`src/rtl/cal_pkg.sv`:
```
package cal_pkg;
    typedef enum logic [2:0] {
        ST_IDLE,
        ST_COLLECT,
        ST_CALC_WIDTH,
        ST_CALC_DNL,
        ST_DONE
    } cal_state_t;

    localparam int FRAC_BITS = 8;
endpackage

```
`src/rtl/cal_hist_bank.sv`:
```
module cal_hist_bank #(
    parameter int CODE_W = 4,
    parameter int CNT_W  = 20,
    parameter int TOT_W  = 24
) (
    input  logic              clk,
    input  logic              rst_n,
    input  logic              clear_i,
    input  logic              hit_en_i,
    input  logic [CODE_W-1:0] hit_code_i,
    input  logic [CODE_W-1:0] rd_idx_i,
    output logic [CNT_W-1:0]  rd_cnt_o,
    output logic [TOT_W-1:0]  total_o
);
    localparam int NBINS = 1 << CODE_W;
    localparam logic [CNT_W-1:0] CNT_MAX = '1;

    logic [CNT_W-1:0] bins_q [NBINS];
    logic [TOT_W-1:0] total_q;

    for (genvar b = 0; b < NBINS; b++) begin : g_bin
        always_ff @(posedge clk or negedge rst_n) begin
            if (!rst_n) begin
                bins_q[b] <= '0;
            end else if (clear_i) begin
                bins_q[b] <= '0;
            end else if (hit_en_i && hit_code_i == CODE_W'(b) && bins_q[b] != CNT_MAX) begin
                bins_q[b] <= bins_q[b] + 1'b1;
            end
        end
    end

    always_ff @(posedge clk or negedge rst_n) begin
        if (!rst_n) begin
            total_q <= '0;
        end else if (clear_i) begin
            total_q <= '0;
        end else if (hit_en_i) begin
            total_q <= total_q + 1'b1;
        end
    end

    assign rd_cnt_o = bins_q[rd_idx_i];
    assign total_o  = total_q;
endmodule

```
`src/rtl/cal_seq_div.sv`:
```
module cal_seq_div #(
    parameter int DVD_W = 36,
    parameter int DVS_W = 24
) (
    input  logic             clk,
    input  logic             rst_n,
    input  logic             abort_i,
    input  logic             go_i,
    input  logic [DVD_W-1:0] dividend_i,
    input  logic [DVS_W-1:0] divisor_i,
    output logic             done_o,
    output logic [DVD_W-1:0] quotient_o
);
    localparam int STEP_W = $clog2(DVD_W + 1);

    logic [DVS_W-1:0]  rem_q;
    logic [DVS_W-1:0]  dvs_q;
    logic [DVD_W-1:0]  sh_q;
    logic [STEP_W-1:0] left_q;
    logic              done_q;
    logic [DVS_W:0]    trial;
    logic              fits;

    always_comb begin
        trial = {rem_q, sh_q[DVD_W-1]};
        fits  = (trial >= {1'b0, dvs_q});
    end

    always_ff @(posedge clk or negedge rst_n) begin
        if (!rst_n) begin
            rem_q  <= '0;
            dvs_q  <= '0;
            sh_q   <= '0;
            left_q <= '0;
            done_q <= 1'b0;
        end else if (abort_i) begin
            left_q <= '0;
            done_q <= 1'b0;
        end else if (go_i) begin
            rem_q  <= '0;
            dvs_q  <= divisor_i;
            sh_q   <= dividend_i;
            left_q <= STEP_W'(DVD_W);
            done_q <= 1'b0;
        end else if (left_q != '0) begin
            if (fits) begin
                rem_q <= DVS_W'(trial - {1'b0, dvs_q});
                sh_q  <= {sh_q[DVD_W-2:0], 1'b1};
            end else begin
                rem_q <= trial[DVS_W-1:0];
                sh_q  <= {sh_q[DVD_W-2:0], 1'b0};
            end
            left_q <= left_q - 1'b1;
            done_q <= (left_q == STEP_W'(1));
        end else begin
            done_q <= 1'b0;
        end
    end

    assign done_o     = done_q;
    assign quotient_o = sh_q;
endmodule

```
`src/rtl/code_density_cal.sv`:
```
module code_density_cal
    import cal_pkg::*;
#(
    parameter int CODE_W = 4,
    parameter int CNT_W  = 20,
    parameter int TOT_W  = 24,
    parameter int PER_W  = 16
) (
    input  logic                                    clk,
    input  logic                                    rst_n,
    input  logic                                    start_i,
    input  logic                                    hit_valid_i,
    input  logic [CODE_W-1:0]                       hit_code_i,
    input  logic [TOT_W-1:0]                        target_i,
    input  logic [PER_W-1:0]                        period_ps_i,
    input  logic [CODE_W-1:0]                       rd_code_i,
    output logic [PER_W-1:0]                        rd_width_o,
    output logic signed [CODE_W+FRAC_BITS+1:0]      rd_dnl_o,
    output logic signed [CODE_W+FRAC_BITS+1:0]      rd_inl_o,
    output logic                                    busy_o,
    output logic                                    done_o
);
    localparam int NBINS    = 1 << CODE_W;
    localparam int SCALE_SH = CODE_W + FRAC_BITS;
    localparam int FX_W     = SCALE_SH + 2;
    localparam int DVD_W    = (PER_W > SCALE_SH) ? CNT_W + PER_W : CNT_W + SCALE_SH;
    localparam logic signed [FX_W-1:0] ONE_LSB = FX_W'(1 << FRAC_BITS);
    localparam logic [DVD_W-1:0] DNL_QMAX = DVD_W'(NBINS) << FRAC_BITS;

    cal_state_t state_q, state_d;

    logic [TOT_W-1:0]       tgt_q;
    logic [PER_W-1:0]       per_q;
    logic [CODE_W-1:0]      idx_q;
    logic signed [FX_W-1:0] inl_acc_q;
    logic [PER_W-1:0]       width_q [NBINS];
    logic signed [FX_W-1:0] dnl_q   [NBINS];
    logic signed [FX_W-1:0] inl_q   [NBINS];

    logic [TOT_W-1:0]  total_w;
    logic [CNT_W-1:0]  bin_cnt;
    logic [CODE_W-1:0] bin_idx;
    logic              hit_en;
    logic              div_go, div_done;
    logic [DVD_W-1:0]  div_dvd, div_quo;
    logic              last_code;
    logic [PER_W-1:0]  width_new;
    logic [FX_W-1:0]   dnl_quo;
    logic signed [FX_W-1:0] dnl_new, inl_new;

    // histogram
    assign hit_en  = hit_valid_i && !start_i && (state_q == ST_COLLECT) && (total_w != tgt_q);
    assign bin_idx = (state_q == ST_CALC_DNL) ? idx_q + 1'b1 : idx_q;

    cal_hist_bank #(.CODE_W(CODE_W), .CNT_W(CNT_W), .TOT_W(TOT_W)) u_hist (
        .clk        (clk),
        .rst_n      (rst_n),
        .clear_i    (start_i),
        .hit_en_i   (hit_en),
        .hit_code_i (hit_code_i),
        .rd_idx_i   (bin_idx),
        .rd_cnt_o   (bin_cnt),
        .total_o    (total_w)
    );

    // width division takes count*period, DNL division takes count scaled to LSB/256
    assign div_dvd = (state_q == ST_CALC_WIDTH)
                   ? (DVD_W'(bin_cnt) << SCALE_SH)
                   : DVD_W'(bin_cnt) * DVD_W'(per_q);

    cal_seq_div #(.DVD_W(DVD_W), .DVS_W(TOT_W)) u_div (
        .clk        (clk),
        .rst_n      (rst_n),
        .abort_i    (start_i),
        .go_i       (div_go),
        .dividend_i (div_dvd),
        .divisor_i  (tgt_q),
        .done_o     (div_done),
        .quotient_o (div_quo)
    );

    assign last_code = (idx_q == CODE_W'(NBINS - 1));
    assign width_new = (div_quo > DVD_W'(per_q)) ? per_q : div_quo[PER_W-1:0];
    assign dnl_quo   = (div_quo > DNL_QMAX) ? FX_W'(DNL_QMAX) : div_quo[FX_W-1:0];
    assign dnl_new   = $signed(dnl_quo) - ONE_LSB;
    assign inl_new   = inl_acc_q + dnl_new;

    // state register
    always_ff @(posedge clk or negedge rst_n) begin
        if (!rst_n) state_q <= ST_IDLE;
        else        state_q <= state_d;
    end

    // next state and divider launch
    always_comb begin
        state_d = state_q;
        div_go  = 1'b0;
        if (start_i) begin
            state_d = ST_COLLECT;
        end else begin
            unique case (state_q)
                ST_IDLE: ;
                ST_COLLECT: begin
                    if (total_w == tgt_q) begin
                        state_d = ST_CALC_WIDTH;
                        div_go  = 1'b1;
                    end
                end
                ST_CALC_WIDTH: begin
                    if (div_done) begin
                        state_d = ST_CALC_DNL;
                        div_go  = 1'b1;
                    end
                end
                ST_CALC_DNL: begin
                    if (div_done) begin
                        if (last_code) begin
                            state_d = ST_DONE;
                        end else begin
                            state_d = ST_CALC_WIDTH;
                            div_go  = 1'b1;
                        end
                    end
                end
                ST_DONE: ;
                default: state_d = ST_IDLE;
            endcase
        end
    end

    // flags
    always_comb begin
        busy_o = (state_q == ST_COLLECT) || (state_q == ST_CALC_WIDTH) || (state_q == ST_CALC_DNL);
        done_o = (state_q == ST_DONE);
    end

    // run parameters and result store
    always_ff @(posedge clk or negedge rst_n) begin
        if (!rst_n) begin
            tgt_q     <= '0;
            per_q     <= '0;
            idx_q     <= '0;
            inl_acc_q <= '0;
            for (int k = 0; k < NBINS; k++) begin
                width_q[k] <= '0;
                dnl_q[k]   <= '0;
                inl_q[k]   <= '0;
            end
        end else if (start_i) begin
            tgt_q     <= (target_i == '0) ? TOT_W'(1) : target_i;
            per_q     <= period_ps_i;
            idx_q     <= '0;
            inl_acc_q <= '0;
            for (int k = 0; k < NBINS; k++) begin
                width_q[k] <= '0;
                dnl_q[k]   <= '0;
                inl_q[k]   <= '0;
            end
        end else begin
            if (state_q == ST_CALC_WIDTH && div_done) begin
                width_q[idx_q] <= width_new;
            end
            if (state_q == ST_CALC_DNL && div_done) begin
                dnl_q[idx_q] <= dnl_new;
                inl_q[idx_q] <= inl_new;
                inl_acc_q    <= inl_new;
                if (!last_code) idx_q <= idx_q + 1'b1;
            end
        end
    end

    assign rd_width_o = width_q[rd_code_i];
    assign rd_dnl_o   = dnl_q[rd_code_i];
    assign rd_inl_o   = inl_q[rd_code_i];
endmodule

```
`config.mk`:
```
export PLATFORM = sky130hd
export DESIGN_NAME = code_density_cal
export DESIGN_NICKNAME = d
export VERILOG_FILES = /design/src/rtl/cal_pkg.sv /design/src/rtl/cal_hist_bank.sv /design/src/rtl/cal_seq_div.sv /design/src/rtl/code_density_cal.sv
export SDC_FILE = /design/constraint.sdc
export NUM_CORES = 2
export LEC_CHECK = 0
export BUFFER_PORTS_ARGS = -buffer_cell sky130_fd_sc_hd__buf_2
export CORE_ASPECT_RATIO = 0.8
export CORE_MARGIN = 5
export CORE_UTILIZATION = 35
export CTS_CLUSTER_SIZE = 10
export DETAILED_ROUTE_END_ITERATION = 8
export MAX_ROUTING_LAYER = met4
export PLACE_DENSITY = 0.58
export SLEW_MARGIN = 20
export SYNTH_ARGS = -nofsm -noshare
export SYNTH_HDL_FRONTEND = slang
export SYNTH_SLANG_ARGS = --single-unit
```
`constraint.sdc`:
```
create_clock -name clk -period 9.9 [get_ports clk]
set_input_delay 0.99 -clock clk [delete_from_list [all_inputs] [get_ports clk]]
set_output_delay 0.99 -clock clk [all_outputs]
set_load 0.01 [all_outputs]
```
==> results.toml <==
[detailed_routing]
vias = 50780
avgViaCountPerCell = 5.613
drtIter0Drc = 5459
drt-wirelength-per-cell_microns = 22.94
drc_errors = 0
first_pass_iters = 6
routed_wl_microns = 207500
antenna_left = 0

[floorplanning]
ioPinCount = 98
die_w_microns = 505.3
start_util_pct = 35.19
core_area_sq_um = 195200
rows = 145
dieArea_sq_um = 205300
die_h_microns = 406.2

[synthesis]
synth_edf_count = 0
synth_most_common_cell = "dfrtp_1"
syn_nets = 6971
synthTopCellsByArea = "dfrtp_1 44%, mux4_2 10%, fa_1 7.3%"
synthesis.area_sq_um = 68690
synth_flop_cell = "dfrtp_1"
synth_seq_area_share_pct = 43.72
synthArstFlopShare_pct = 100.0
synth_top_cell_by_area = "dfrtp_1"
synth.avg_cell_area_sq_um = 10.60
ys_types = 89
ys_ff_latch = 1200
yosysWarnings = 0
synth_commonest_cells = "1200 x dfrtp_1, 975 x nand2_1, 505 x o21ai_0"
synthCells = 6481
yosys.area.top_type_share_pct = 43.72

[sta]
clock_skew_ns = 0.05708
setup_viol = 0
final.setup.tns_ns = 0
slew_viol_final = 0
fmax_ghz = 0.1069
slew_headroom_pct = 18.22
fin_crit_ns = 9.353
rsz0062_at_grt = "no"
tightest_slew_ns = 1.227
report.final.hold_viol_count = 0
timing.final.crit_share_pct = 94.47

[flow_run]
maxCapViolCount = 0

[power_and_ir_drop]
p_total_mw = 10.55
vdd_ir_drop_max_uv = 169.2
power_density_nw_per_um2 = 138.4
p_leak_nw = 34.00

[global_route]
grt_first_pass_wirelength_microns = 324500
grt_antenna_before_repair = 3
grt_max_degree = 209
first_global_vias = 51460
overflow = 0
groute.usage.overall_pct = 20.80

[cts]
cts_made_buffers = 141
cts-root-buf = "clkbuf_16"
clk_latency_ns = 0.80
postCtsSetupRepairBufs = 0
clkSlewWorstSetupHoldPaths_ns = 0.06
cts_hold_buf = 0
htree_levels = 4
cts_tree = "done"
clock-sinks = 1200
post_cts_resized = 0
clockBufferDepth = 3

[placed_design]
hpwl_microns = 141400
gp_congestion = 0.9113
io_buffer_count = 97
post_dp_cell_area_sq_um = 72130
dpl.cell_count = 8862

[min_path]
min_path_type = "input port to asynchronous set/reset pin"

[worst_setup_path]
path_max_fanout = 17
crit_required_ns = 10.61
start_kind = "register"
cp.arrival_ns = 10.06
crit_type = "register to register"
cpMostUsedCell = "fa_1"
slowest_delay_ns = 0.72
cpMaxStageDelayCell = "mux4_2"
end_kind = "register"

[final_layout]
stdcell_area_sq_um = 76240
area_delta_synth_final_pct = 10.99
post_layout_nonfiller_instances = 9046
final_net_count = 6924
drive_gt1_share_pct = 12.13

[run_status]
status = "finished, final reports clean"
==> worst max-delay path, delay by kind of cell (launching register included) <==
| family | cells | cell delay, ns |
|---|---|---|
| xor+xnor | 1 | 0.71 |
| flops | 1 | 0.41 |
| buf+inv | 6 | 0.72 |
| fa+ha+maj | 7 | 3.34 |
| simple gates | 7 | 1.52 |
| compound gates | 6 | 1.26 |
| mux | 2 | 1.24 |
==> state kept, by name, summed over array words and instances (netlist names) <==
signal            flops
state_q               3
u_div.done_o          1
u_div.quotient_o     36
inl_q               224
u_hist.bins_q       320
idx_q                 4
inl_acc_q            14
width_q             256
dnl_q               224
u_div.dvs_q          24
u_hist.total_o       24
per_q                16
u_div.left_q          6
u_div.rem_q          24
tgt_q                24
==> kinds of logic after synthesis <==
logic type	share of synthesized area (%)
muxes	11.50
xor gates and xnor gates	4.818
adders and majority gates	10.73
and+or+nand+nor	14.02
buffers and inverters	4.432
DFF	43.72
AOI/OAI and AO/OA	10.78
==> where the power goes <==
group	switching [mW]	total [mW]	internal, mW	leakage, nW
sequential	0.0670	5.01	4.94	16.6
combinational	0.548	0.729	0.180	15.5
clock	2.15	4.81	2.66	1.96
total	2.77	10.5	7.78	34.0
==> metal layers <==
layer | global-route usage [%] | vias up | wire length, microns
met1 | 29.39 | 26250 | 93770
met4 | 5.428 | 0 | 5215
met5 | - | - | 0
met3 | 3.554 | 336 | 15190
li1 | - | 22290 | -
met2 | 31.22 | 1903 | 93290
==> cells in the final DEF, fill, tap and decap left out, types with 16 or more instances in the layout <==
master,instances
a21o_1,32
a21oi_1,145
a222oi_1,19
a22o_1,238
and2_1,171
and3_1,84
and4_1,26
buf_2,92
buf_4,102
clkbuf_1,16
clkbuf_16,142
dfrtp_1,1200
fa_1,252
ha_1,186
inv_1,374
mux2_2,24
mux2i_1,39
mux4_2,319
nand2_1,974
nand2b_1,17
nand3_1,129
nand4_1,97
nor2_1,411
nor2b_1,19
nor3_1,40
nor4_1,24
o21ai_0,505
o21ai_1,129
or3_1,56
xnor2_1,143
xor2_1,224
==> layout make-up <==
cell class	instances	area, sq um
Antenna cell	4	10.01
Timing Repair Buffer	215	1642
Sequential cell	1200	30030
Tap cell	2572	3218
Multi-Input combinational cell	4501	35880
Inverter	375	1408
Clock buffer	162	3669
Fill cell	18930	119000
Clock inverter	17	384.1
==> worst paths after layout <==
kind	from	endpoint	slack, ns	depth (start not counted)
hold reg to reg	width_q[0]$_DFFE_PN0P_	width_q[0]$_DFFE_PN0P_	0.47	2
max in group asynchronous	rst_n	dnl_q[25]$_DFFE_PN0P_	7.24	3
min in group clk	period_ps_i[9]	per_q[9]$_DFFE_PN0P_	0.44	3
setup reg to reg	state_q[1]$_DFFE_PN0P_	u_div.quotient_o[33]$_DFFE_PN0P_	0.55	29
setup / recovery	state_q[1]$_DFFE_PN0P_	u_div.quotient_o[33]$_DFFE_PN0P_	0.55	29
hold / removal	rst_n	width_q[232]$_DFFE_PN0P_	0.21	1
==> metrics by stage <==
stage                     setup WS (ns)  hold slack (ns)  utilization, %
after floorplan                   1.751           0.4446               -
after global placement           0.7787           0.4551           36.89
after detailed placement         0.6291           0.4654           36.95
after CTS                        0.6000           0.2425           39.03
after global routing             0.2281           0.2712           39.05
final                            0.5474           0.2100           39.06
No activity file was read; power rests on OpenSTA's default activity.
